$ cat config.mk
export PLATFORM = sky130hd
export DESIGN_NAME = postdemod_filter
export DESIGN_NICKNAME = d
export VERILOG_FILES = /design/src/rtl/pdf_pkg.sv /design/src/rtl/pdf_cfg.sv /design/src/rtl/pdf_lpf.sv /design/src/rtl/pdf_env.sv /design/src/rtl/pdf_slicer.sv /design/src/rtl/postdemod_filter.sv
export SDC_FILE = /design/constraint.sdc
export NUM_CORES = 1
export LEC_CHECK = 0
export ABC_CLOCK_PERIOD_IN_PS = 8850
export BUFFER_PORTS_ARGS = -buffer_cell sky130_fd_sc_hd__buf_2
export CAP_MARGIN = 30
export CORE_ASPECT_RATIO = 1.2
export CORE_MARGIN = 3
export CORE_UTILIZATION = 41
export CTS_CLUSTER_SIZE = 12
export DETAILED_ROUTE_END_ITERATION = 7
export PLACE_DENSITY = 0.61
export SLEW_MARGIN = 20
export SYNTH_ARGS = -nofsm -noshare
export SYNTH_HDL_FRONTEND = slang
export SYNTH_SLANG_ARGS = --single-unit
$ cat constraint.sdc
create_clock -name clk -period 8.85 [get_ports clk]
set_input_delay 0.4425 -clock clk [delete_from_list [all_inputs] [get_ports clk]]
set_output_delay 0.4425 -clock clk [all_outputs]
set_load 0.01 [all_outputs]
$ cat src/rtl/pdf_pkg.sv
package pdf_pkg;

    typedef enum logic [1:0] {
        MODE_FSK  = 2'b00,
        MODE_RSV1 = 2'b01,
        MODE_ASK  = 2'b10,
        MODE_RSV3 = 2'b11
    } demod_mode_e;

    localparam logic CFG_SEL_MODE = 1'b0;
    localparam logic CFG_SEL_BW   = 1'b1;

    function automatic logic mode_live(input demod_mode_e m);
        return (m == MODE_FSK) || (m == MODE_ASK);
    endfunction

endpackage

$ cat src/rtl/pdf_cfg.sv
module pdf_cfg
    import pdf_pkg::*;
#(
    parameter int BW_W     = 10,
    parameter int BW_RESET = 64
) (
    input  logic            clk,
    input  logic            rst_n,
    input  logic            we,
    input  logic            sel,
    input  logic [BW_W-1:0] wdata,
    output demod_mode_e     mode_o,
    output logic [BW_W-1:0] bw_o,
    output logic            clr_o
);

    typedef struct packed {
        demod_mode_e     mode;
        logic [BW_W-1:0] bw;
    } cfg_t;

    cfg_t cfg_d, cfg_q;

    always_comb begin
        cfg_d = cfg_q;
        if (we) begin
            if (sel == CFG_SEL_MODE) begin
                cfg_d.mode = demod_mode_e'(wdata[1:0]);
            end else begin
                cfg_d.bw = wdata;
            end
        end
    end

    always_ff @(posedge clk or negedge rst_n) begin
        if (!rst_n) begin
            cfg_q.mode <= MODE_FSK;
            cfg_q.bw   <= BW_W'(BW_RESET);
        end else begin
            cfg_q <= cfg_d;
        end
    end

    assign mode_o = cfg_q.mode;
    assign bw_o   = cfg_q.bw;
    assign clr_o  = we;

endmodule

$ cat src/rtl/pdf_lpf.sv
module pdf_lpf
    import pdf_pkg::*;
#(
    parameter int SAMPLE_W = 12,
    parameter int RSSI_W   = 8,
    parameter int BW_W     = 10,
    parameter int FRAC_W   = 10
) (
    input  logic                       clk,
    input  logic                       rst_n,
    input  logic                       clr,
    input  demod_mode_e                mode,
    input  logic [BW_W-1:0]            bw,
    input  logic                       freq_valid,
    input  logic signed [SAMPLE_W-1:0] freq_sample,
    input  logic                       rssi_valid,
    input  logic [RSSI_W-1:0]          rssi_sample,
    output logic signed [SAMPLE_W-1:0] y_o,
    output logic                       y_vld_o
);

    localparam int AW  = SAMPLE_W + FRAC_W;
    localparam int DW  = AW + 1;
    localparam int PW  = DW + BW_W + 1;
    localparam int PAD = SAMPLE_W - RSSI_W;

    typedef struct packed {
        logic signed [AW-1:0] acc;
        logic                 vld;
    } lpf_t;

    lpf_t st_d, st_q;

    logic                       take;
    logic signed [SAMPLE_W-1:0] x_sel;
    logic signed [AW-1:0]       x_acc;
    logic signed [DW-1:0]       diff;
    logic signed [BW_W:0]       bw_s;
    logic signed [PW-1:0]       prod;
    logic signed [PW-1:0]       step;

    // Input source selection: the amplitude stream is unsigned and is
    // zero-extended into the signed sample width.
    generate
        if (PAD > 0) begin : g_pad
            logic signed [SAMPLE_W-1:0] rssi_ext;
            assign rssi_ext = $signed({{PAD{1'b0}}, rssi_sample});
            assign x_sel = (mode == MODE_ASK) ? rssi_ext : freq_sample;
        end else begin : g_nopad
            assign x_sel = (mode == MODE_ASK) ? $signed(rssi_sample) : freq_sample;
        end
    endgenerate

    always_comb begin
        take  = !clr && (((mode == MODE_FSK) && freq_valid) ||
                         ((mode == MODE_ASK) && rssi_valid));
        x_acc = {x_sel, {FRAC_W{1'b0}}};
        diff  = {x_acc[AW-1], x_acc} - {st_q.acc[AW-1], st_q.acc};
        bw_s  = $signed({1'b0, bw});
        prod  = PW'(diff) * PW'(bw_s);
        step  = prod >>> BW_W;

        st_d     = st_q;
        st_d.vld = take;
        if (clr) begin
            st_d.acc = '0;
        end else if (take) begin
            st_d.acc = st_q.acc + step[AW-1:0];
        end
    end

    always_ff @(posedge clk or negedge rst_n) begin
        if (!rst_n) begin
            st_q <= '0;
        end else begin
            st_q <= st_d;
        end
    end

    assign y_o     = st_q.acc[AW-1:FRAC_W];
    assign y_vld_o = st_q.vld;

    AST_ZERO_BW_FROZEN: assert property (@(posedge clk) disable iff (!rst_n)
        (!clr && bw == '0) |=> $stable(st_q.acc));

    AST_CLEAR_EMPTIES: assert property (@(posedge clk) disable iff (!rst_n)
        clr |=> (st_q.acc == '0 && !st_q.vld));

endmodule

$ cat src/rtl/pdf_env.sv
module pdf_env #(
    parameter int SAMPLE_W = 12,
    parameter int DECAY_SH = 4
) (
    input  logic                       clk,
    input  logic                       rst_n,
    input  logic                       clr,
    input  logic signed [SAMPLE_W-1:0] y,
    input  logic                       y_vld,
    output logic signed [SAMPLE_W-1:0] thr_o,
    output logic signed [SAMPLE_W-1:0] y2_o,
    output logic                       vld2_o
);

    localparam int EW = SAMPLE_W + 1;

    typedef struct packed {
        logic signed [SAMPLE_W-1:0] hi;
        logic signed [SAMPLE_W-1:0] lo;
        logic                       live;
        logic signed [SAMPLE_W-1:0] y2;
        logic                       vld2;
    } env_t;

    env_t st_d, st_q;

    logic signed [EW-1:0] y_e, hi_e, lo_e;
    logic signed [EW-1:0] hi_gap, lo_gap, hi_dec, lo_rise, mid_sum;

    always_comb begin
        y_e     = {y[SAMPLE_W-1], y};
        hi_e    = {st_q.hi[SAMPLE_W-1], st_q.hi};
        lo_e    = {st_q.lo[SAMPLE_W-1], st_q.lo};
        hi_gap  = (hi_e - y_e) >>> DECAY_SH;
        lo_gap  = (y_e - lo_e) >>> DECAY_SH;
        hi_dec  = hi_e - hi_gap;
        lo_rise = lo_e + lo_gap;
        mid_sum = (hi_e + lo_e) >>> 1;

        st_d      = st_q;
        st_d.vld2 = y_vld && !clr;
        if (clr) begin
            st_d = '0;
        end else if (y_vld) begin
            st_d.y2 = y;
            if (!st_q.live) begin
                st_d.hi   = y;
                st_d.lo   = y;
                st_d.live = 1'b1;
            end else begin
                st_d.hi = (y >= st_q.hi) ? y : hi_dec[SAMPLE_W-1:0];
                st_d.lo = (y <= st_q.lo) ? y : lo_rise[SAMPLE_W-1:0];
            end
        end
    end

    always_ff @(posedge clk or negedge rst_n) begin
        if (!rst_n) begin
            st_q <= '0;
        end else begin
            st_q <= st_d;
        end
    end

    assign thr_o  = mid_sum[SAMPLE_W-1:0];
    assign y2_o   = st_q.y2;
    assign vld2_o = st_q.vld2;

    AST_ENV_ORDER: assert property (@(posedge clk) disable iff (!rst_n)
        st_q.live |-> (st_q.hi >= st_q.lo));

endmodule

$ cat src/rtl/pdf_slicer.sv
module pdf_slicer #(
    parameter int SAMPLE_W = 12
) (
    input  logic                       clk,
    input  logic                       rst_n,
    input  logic                       clr,
    input  logic                       idle_mode,
    input  logic signed [SAMPLE_W-1:0] y2,
    input  logic signed [SAMPLE_W-1:0] thr,
    input  logic                       vld2,
    output logic                       data_o,
    output logic                       valid_o
);

    typedef struct packed {
        logic data;
        logic valid;
    } slc_t;

    slc_t st_d, st_q;

    always_comb begin
        st_d       = st_q;
        st_d.valid = vld2 && !clr && !idle_mode;
        if (clr || idle_mode) begin
            st_d.data = 1'b0;
        end else if (vld2) begin
            st_d.data = (y2 > thr);
        end
    end

    always_ff @(posedge clk or negedge rst_n) begin
        if (!rst_n) begin
            st_q <= '0;
        end else begin
            st_q <= st_d;
        end
    end

    assign data_o  = st_q.data;
    assign valid_o = st_q.valid;

endmodule

$ cat src/rtl/postdemod_filter.sv
module postdemod_filter
    import pdf_pkg::*;
#(
    parameter int SAMPLE_W = 12,
    parameter int RSSI_W   = 8,
    parameter int BW_W     = 10,
    parameter int FRAC_W   = 10,
    parameter int DECAY_SH = 4,
    parameter int BW_RESET = 64
) (
    input  logic                       clk,
    input  logic                       rst_n,
    input  logic                       cfg_we,
    input  logic                       cfg_addr,
    input  logic [BW_W-1:0]            cfg_wdata,
    input  logic                       freq_valid,
    input  logic signed [SAMPLE_W-1:0] freq_sample,
    input  logic                       rssi_valid,
    input  logic [RSSI_W-1:0]          rssi_sample,
    output logic signed [SAMPLE_W-1:0] filt_out,
    output logic                       data_out,
    output logic                       data_valid
);

    demod_mode_e                mode;
    logic [BW_W-1:0]            bw;
    logic                       clr;
    logic signed [SAMPLE_W-1:0] y, y2, thr;
    logic                       y_vld, vld2;
    logic                       idle_mode;

    assign idle_mode = !mode_live(mode);

    pdf_cfg #(.BW_W(BW_W), .BW_RESET(BW_RESET)) u_cfg (
        .clk    (clk),
        .rst_n  (rst_n),
        .we     (cfg_we),
        .sel    (cfg_addr),
        .wdata  (cfg_wdata),
        .mode_o (mode),
        .bw_o   (bw),
        .clr_o  (clr)
    );

    pdf_lpf #(
        .SAMPLE_W(SAMPLE_W), .RSSI_W(RSSI_W), .BW_W(BW_W), .FRAC_W(FRAC_W)
    ) u_lpf (
        .clk         (clk),
        .rst_n       (rst_n),
        .clr         (clr),
        .mode        (mode),
        .bw          (bw),
        .freq_valid  (freq_valid),
        .freq_sample (freq_sample),
        .rssi_valid  (rssi_valid),
        .rssi_sample (rssi_sample),
        .y_o         (y),
        .y_vld_o     (y_vld)
    );

    pdf_env #(.SAMPLE_W(SAMPLE_W), .DECAY_SH(DECAY_SH)) u_env (
        .clk    (clk),
        .rst_n  (rst_n),
        .clr    (clr),
        .y      (y),
        .y_vld  (y_vld),
        .thr_o  (thr),
        .y2_o   (y2),
        .vld2_o (vld2)
    );

    pdf_slicer #(.SAMPLE_W(SAMPLE_W)) u_slc (
        .clk       (clk),
        .rst_n     (rst_n),
        .clr       (clr),
        .idle_mode (idle_mode),
        .y2        (y2),
        .thr       (thr),
        .vld2      (vld2),
        .data_o    (data_out),
        .valid_o   (data_valid)
    );

    assign filt_out = y;

    AST_RESERVED_NO_STROBE: assert property (@(posedge clk) disable iff (!rst_n)
        idle_mode |-> !data_valid);

    AST_RESERVED_DATA_LOW: assert property (@(posedge clk) disable iff (!rst_n)
        idle_mode |-> !data_out);

    AST_RESERVED_FILT_ZERO: assert property (@(posedge clk) disable iff (!rst_n)
        idle_mode |-> (filt_out == '0));

endmodule

### After elaboration in Yosys (flattened, before gate mapping)

Cells that the tools add are included.

| word-level totals | value |
|---|---|
| logic and storage cells | 52 |
| input port bits | 36 |
| flip-flop bits (word level) | 75 |
| output and inout bits | 14 |

| cells by class | value |
|---|---|
| multipliers | 1 |
| bitwise logic cells | 1 |
| $lt $le $gt $ge | 3 |
| muxes and demuxes | 11 |
| equality and inequality tests | 1 |
| $add $sub $neg | 7 |
| reductions and logical operators | 17 |

Operators with widths:

| kind | count |
|---|---|
| 37-bit two-way mux | 2 |
| 22-bit two-way mux | 2 |
| 12-bit two-way mux | 3 |
| 23-bit by 11-bit multiplier with 32-bit output | 1 |
| 12-bit by 12-bit subtractor with 13-bit output | 2 |
| 24-bit two-way mux | 1 |
| 22-bit by 22-bit subtractor with 23-bit output | 1 |
| 22-bit adder | 1 |
| 12-bit by 12-bit adder with 13-bit output | 1 |
| 12-bit by 9-bit adder with 12-bit output | 1 |
| 12-bit >= comparator | 1 |
| 12-bit greater-than comparator | 1 |
| 12-bit less-or-equal comparator | 1 |
| 12-bit by 9-bit subtractor with 12-bit output | 1 |
| 1-bit logical AND | 6 |
| 2-bit nonzero test | 3 |
| 2-bit AND reduction | 2 |
| 1-bit logical OR | 3 |
| 1-bit two-way mux | 3 |
| 2-bit == test (second input constant) | 1 |
| 1-bit logical NOT | 2 |
| 2-bit logical NOT | 1 |
| 1-bit inverter | 1 |

### Logic depth before layout (Yosys ltp)

| logic depth | value |
|---|---|
| depth after elaboration | 7 |
| depth in mapped cells | 42 |
| gate-level depth less buffers | 41 |

### Hierarchy

Synthesis repeated with hierarchy kept, for this count alone.

| second synthesis, totals | value |
|---|---|
| cell total of the unflattened synthesis | 1879 |
| area total of the unflattened synthesis | 16057.9 sq um |

Modules (own cells, without submodules):

| module | sequential area each (sq um) | area each (sq um) | times used | cells each |
|---|---|---|---|---|
| pdf_lpf | 575.6 | 11055.6 | 1 | 1305 |
| pdf_env | 950.9 | 4106.4 | 1 | 498 |
| pdf_cfg | 301.5 | 499.2 | 1 | 27 |
| pdf_slicer | 50.0 | 392.9 | 1 | 48 |
| postdemod_filter | 0.0 | 3.8 | 1 | 1 |

### Worst setup path before layout

No wires, ideal clock.

| timing path | value |
|---|---|
| kind | reg-to-reg |
| start point | register u_cfg.mode_o[0] (netlist name) |
| end point | register u_lpf.st_q, in the netlist u_lpf.y_o[11] |
| library setup time | 0.087 ns |
| required time | 8.763 ns |
| buffers on the path | 1 |
| setup slack | -0.342 ns |
| stages on the path, launching flop included | 40 |
| data arrival time | 9.105 ns |
| period minus slack after synthesis | 9.192 ns |
| cell sequence | dfrtp_1 > nand2b_1 > clkbuf_1 > mux2_2 > ha_1 > a21o_1 > a31o_2 > a21o_1 > a21oi_1 > o21bai_1 > a21oi_1 > xnor2_2 > nand2_1 > fa_1 > fa_1 > inv_1 > fa_1 > fa_1 > [4 not listed] > a211oi_1 > o21a_1 > o21bai_1 > a211oi_1 > or2_2 > nor2b_1 > nor2_1 > xnor2_1 > ha_1 > and2_1 > or2_2 > a221o_1 > a31o_2 > a21o_1 > a21oi_1 > o21ai_0 > xnor2_1 > a211oi_2 |

| on the way | value |
|---|---|
| word-level cells in the longest chain between the ends | 7 |
| elaborated cells on any way between the ends | 13 |
| classes of those cells | add/sub (2); mul (1); eq/ne (1); mux (3); reduce/logical (6) |

Ends and longest elaborated chain:

| what | line | text |
|---|---|---|
| 2-bit == test | pdf_lpf.sv:48, pdf_lpf.sv:56 |  |
| 12-bit two-way mux | pdf_lpf.sv:48 | `assign x_sel = (mode == MODE_ASK) ? rssi_ext : freq_sample;` |
| 22-bit by 22-bit subtractor with 23-bit output | pdf_lpf.sv:58 | `diff = {x_acc[AW-1], x_acc} - {st_q.acc[AW-1], st_q.acc};` |
| 23-bit by 11-bit multiplier with 32-bit output | pdf_lpf.sv:60 | `prod = PW'(diff) * PW'(bw_s);` |
| 22-bit adder | pdf_lpf.sv:68 | `st_d.acc = st_q.acc + step[AW-1:0];` |
| 22-bit two-way mux | pdf_lpf.sv:67 | `end else if (take) begin` |
| 22-bit two-way mux | pdf_lpf.sv:65 | `if (clr) begin` |
| to (signal assigned) | pdf_lpf.sv:76 | `st_q <= st_d;` |
| to (decl) | pdf_lpf.sv:32 | `lpf_t st_d, st_q;` |

Parallel ways exist; a longest one is shown, timed or not. The select of a mux whose other input is x is not followed.
A chain may end at the register's enable or synchronous reset.

### Worst setup path in the final report

| timing path | value |
|---|---|
| start point | register u_cfg.mode_o[0] (netlist name) |
| end point | register u_lpf.st_q, in the netlist u_lpf.y_o[9] |

| on the way | value |
|---|---|
| word-level cells in the longest chain between the ends | 7 |
| elaborated cells on any way between the ends | 13 |
| classes of those cells | add/sub (2); mul (1); eq/ne (1); mux (3); reduce/logical (6) |

Ends and longest elaborated chain:

| what | line |
|---|---|
| 2-bit == test | pdf_lpf.sv:48, pdf_lpf.sv:56 |
| 12-bit two-way mux | pdf_lpf.sv:48 |
| 22-bit by 22-bit subtractor with 23-bit output | pdf_lpf.sv:58 |
| 23-bit by 11-bit multiplier with 32-bit output | pdf_lpf.sv:60 |
| 22-bit adder | pdf_lpf.sv:68 |
| 22-bit two-way mux | pdf_lpf.sv:67 |
| 22-bit two-way mux | pdf_lpf.sv:65 |

Parallel ways exist; a longest one is shown, timed or not. The select of a mux whose other input is x is not followed.

==> impl_metrics.ini <==
[critical_path]
crit_top_cell = fa_1
start_kind = register
cp_slowest_cell = fa_1
worstPathRequired_ns = 9.14
path_class = reg2reg
slowest_delay_ns = 0.57
end_kind = register
critPathMaxFanout = 5
cp_data_arrival_time_ns = 9.02

[floorplanning]
die_area_um2 = 38760
ios = 50
die_h_um = 215.1
start_util = 0.4210
row_count = 75
core_area_um2 = 35470
die-width_um = 180.2

[timing]
finalSetupViolations = 0
holdWs_ns = 0.006003
tightest_slew_ns = 0.9673
finClkSkew_ns = 0.01207
rsz0062_at_grt = yes
drv_slew = 0
fmaxAchievable_ghz = 0.1145
fin_crit_sh = 0.9872
hold_viol_final = 0
fin_crit_ns = 8.737
maxSlewHeadroom = 0.3551

[logic_synthesis]
syn-instance-count = 1710
synth_commonest_cells = inv_1, fa_1, nand2_1, ha_1, and2_1
async_flop_share = 1.000
synth_top_flop_cell = dfrtp_1
syn_area_per_cell_um2 = 8.734
synth-edff-count = 0
seq_area_frac_synth = 0.1258
ys_types = 60
yosysWarnings = 0
synth_top_cell_area_share = 0.2627
synth_area_leaders = fa_1, ha_1, dfrtp_1, inv_1, and2_1
yosys.area.top_type = fa_1
ys_seq_elements = 75
yosysMostFrequentCell = inv_1
netlist_area_um2 = 14930
syn_nets = 2114

[routing]
drt_iter0_drc = 586
vias_per_cell = 5.202
wl_per_cell_um = 16.60
vias = 12162
drt_first_pass_iters = 5
drt.antenna.violating_nets = 0
drt_wl_total_um = 38820
drcViolationCount = 0

[finish]
synthToLayoutAreaGrowth_pct = 17.59
fin_cells = 2338
nNetsFinal = 2274
drive_above_1_share = 0.1856
final_core_util = 0.4951

[grt]
grt_max_degree = 68
grt_overflow = 0
gr-usage-met2 = 0.3703
grt_pass1_vias = 12869
grt_pass1_wl_um = 64670
gr-usage-met3 = 0.02452
met1_usage = 0.2479
busiest_layer = met2
track_usage = 0.2037
antenna_found_initial = 1

[cts]
htreeDepth = 3
clock_path_buffers = 2
clk_latency_ns = 0.36
cts_root_buffer = clkbuf_16
cts_buffers = 9
clock_sinks = 75
cts_tree = built
clk_pin_slew_ns = 0.07

[job]
cap_violations = 0

[place]
port-buffer-count = 49
dpl.cell_count = 2289
place_congestion = 0.8769
dp_hpwl_um = 31610

[status]
status = finished, final reports clean

[hold_path]
hold_path.class = in2async
-- layout make-up --
class                   count  area, µm²
diodes                      1      2.502
clock buffers               9      225.2
fillers                  3385      17910
inverters                 271       1017
repair buffers            208       1491
clock inverters             7      82.58
flip-flops and latches     75       1879
multi-input cells        1305      12280
well taps                 462      578.1
-- sequential cells by signal, summed over array words and instances, names as in the netlist --
register / cells
u_lpf.y_vld_o: 1
u_slc.data_o: 1
u_lpf.y_o: 12
u_env.lo_e: 12
u_env.st_q: 1
u_cfg.bw_o: 10
u_env.vld2_o: 1
u_env.y2_o: 12
u_env.hi_e: 12
u_lpf.st_q: 10
u_slc.valid_o: 1
u_cfg.mode_o: 2
-- stage by stage --
step,instance area (µm²),TNS [ns],setup WS [ns]
after floorplan,14970,0,0.01406
after global placement,16480,-0.3311,-0.1613
after detailed placement,16490,-0.6942,-0.2661
after CTS,16970,0,0.0002718
after global routing,17560,-0.8825,-0.2351
final,17560,0,0.1135
-- critical path, delay by kind of cell (launching register included) --
| family | cells | cell delay [ns] |
|---|---|---|
| adders and majority gates | 8 | 3.28 |
| AOI/OAI and AO/OA | 12 | 2.17 |
| and+or+nand+nor | 12 | 1.53 |
| buffers and inverters | 6 | 0.56 |
| xor gates and xnor gates | 3 | 0.40 |
| DFF | 1 | 0.38 |
| muxes | 1 | 0.34 |
-- logic make-up (layout without fill, tap and decap cells) --
family	after synthesis	after routing	synth area share
buffers and inverters	330	495	0.08613
other	0	1	0
flip-flops	75	75	0.1258
XOR/XNOR	109	109	0.06694
AND/OR/NAND/NOR	530	530	0.1743
multiplexers	39	39	0.02782
adder cells (fa/ha/maj)	368	368	0.4068
AO/OA/AOI/OAI	259	259	0.1123
-- layout by cell type, fill, tap and decap left out, types with 11 or more instances in the layout --
cell type    n
fa_1       192
dfrtp_1     73
nand2b_1    19
and2_1     119
nor2b_1     18
nand2_1    175
nand3_1     11
a21o_1      31
ha_1       162
mux2_2      16
xor2_1      29
buf_2       48
buf_4      147
mux2i_1     19
a211oi_1    25
nor3_1      18
nand4_1     11
a21oi_2     13
o21ai_0     28
inv_1      267
a21oi_1     81
o21a_1      18
xnor2_1     67
or3_1       11
nor2_1     101
-- metal layers --
metal / wire length [µm] / vias up
met4: 1502 / 0
met3: 1082 / 91
met5: 0 / -
met1: 15860 / 6034
met2: 20380 / 209
li1: - / 5828
-- path summary, 6_finish.rpt --
check / from / depth (start not counted) / end / slack (ns)
worst min-delay path: rst_n / 1 / u_lpf.y_o[11] / 0.006
min in group clk: cfg_wdata[4] / 2 / u_cfg.bw_o[4] / 0.31
worst min register to register: u_env.y2_o[0] / 2 / u_env.y2_o[0] / 0.54
worst max-delay path: u_cfg.mode_o[0] / 42 / u_lpf.y_o[9] / 0.11
worst max register to register: u_cfg.mode_o[0] / 42 / u_lpf.y_o[9] / 0.11
max in group asynchronous: rst_n / 2 / u_lpf.y_vld_o / 7.77
-- repair_timing --
item | in CTS | in global routing
gates resized for setup | 20 | 80
hold buffers | 0 | 0
setup buffers | 8 | 23
pin swaps | 30 | 78
endpoints found under the setup margin | 4 | 9
Power is left out: the tool's default activity adds up to more than one toggle a clock period on the data nets, which glitch-free logic cannot reach.
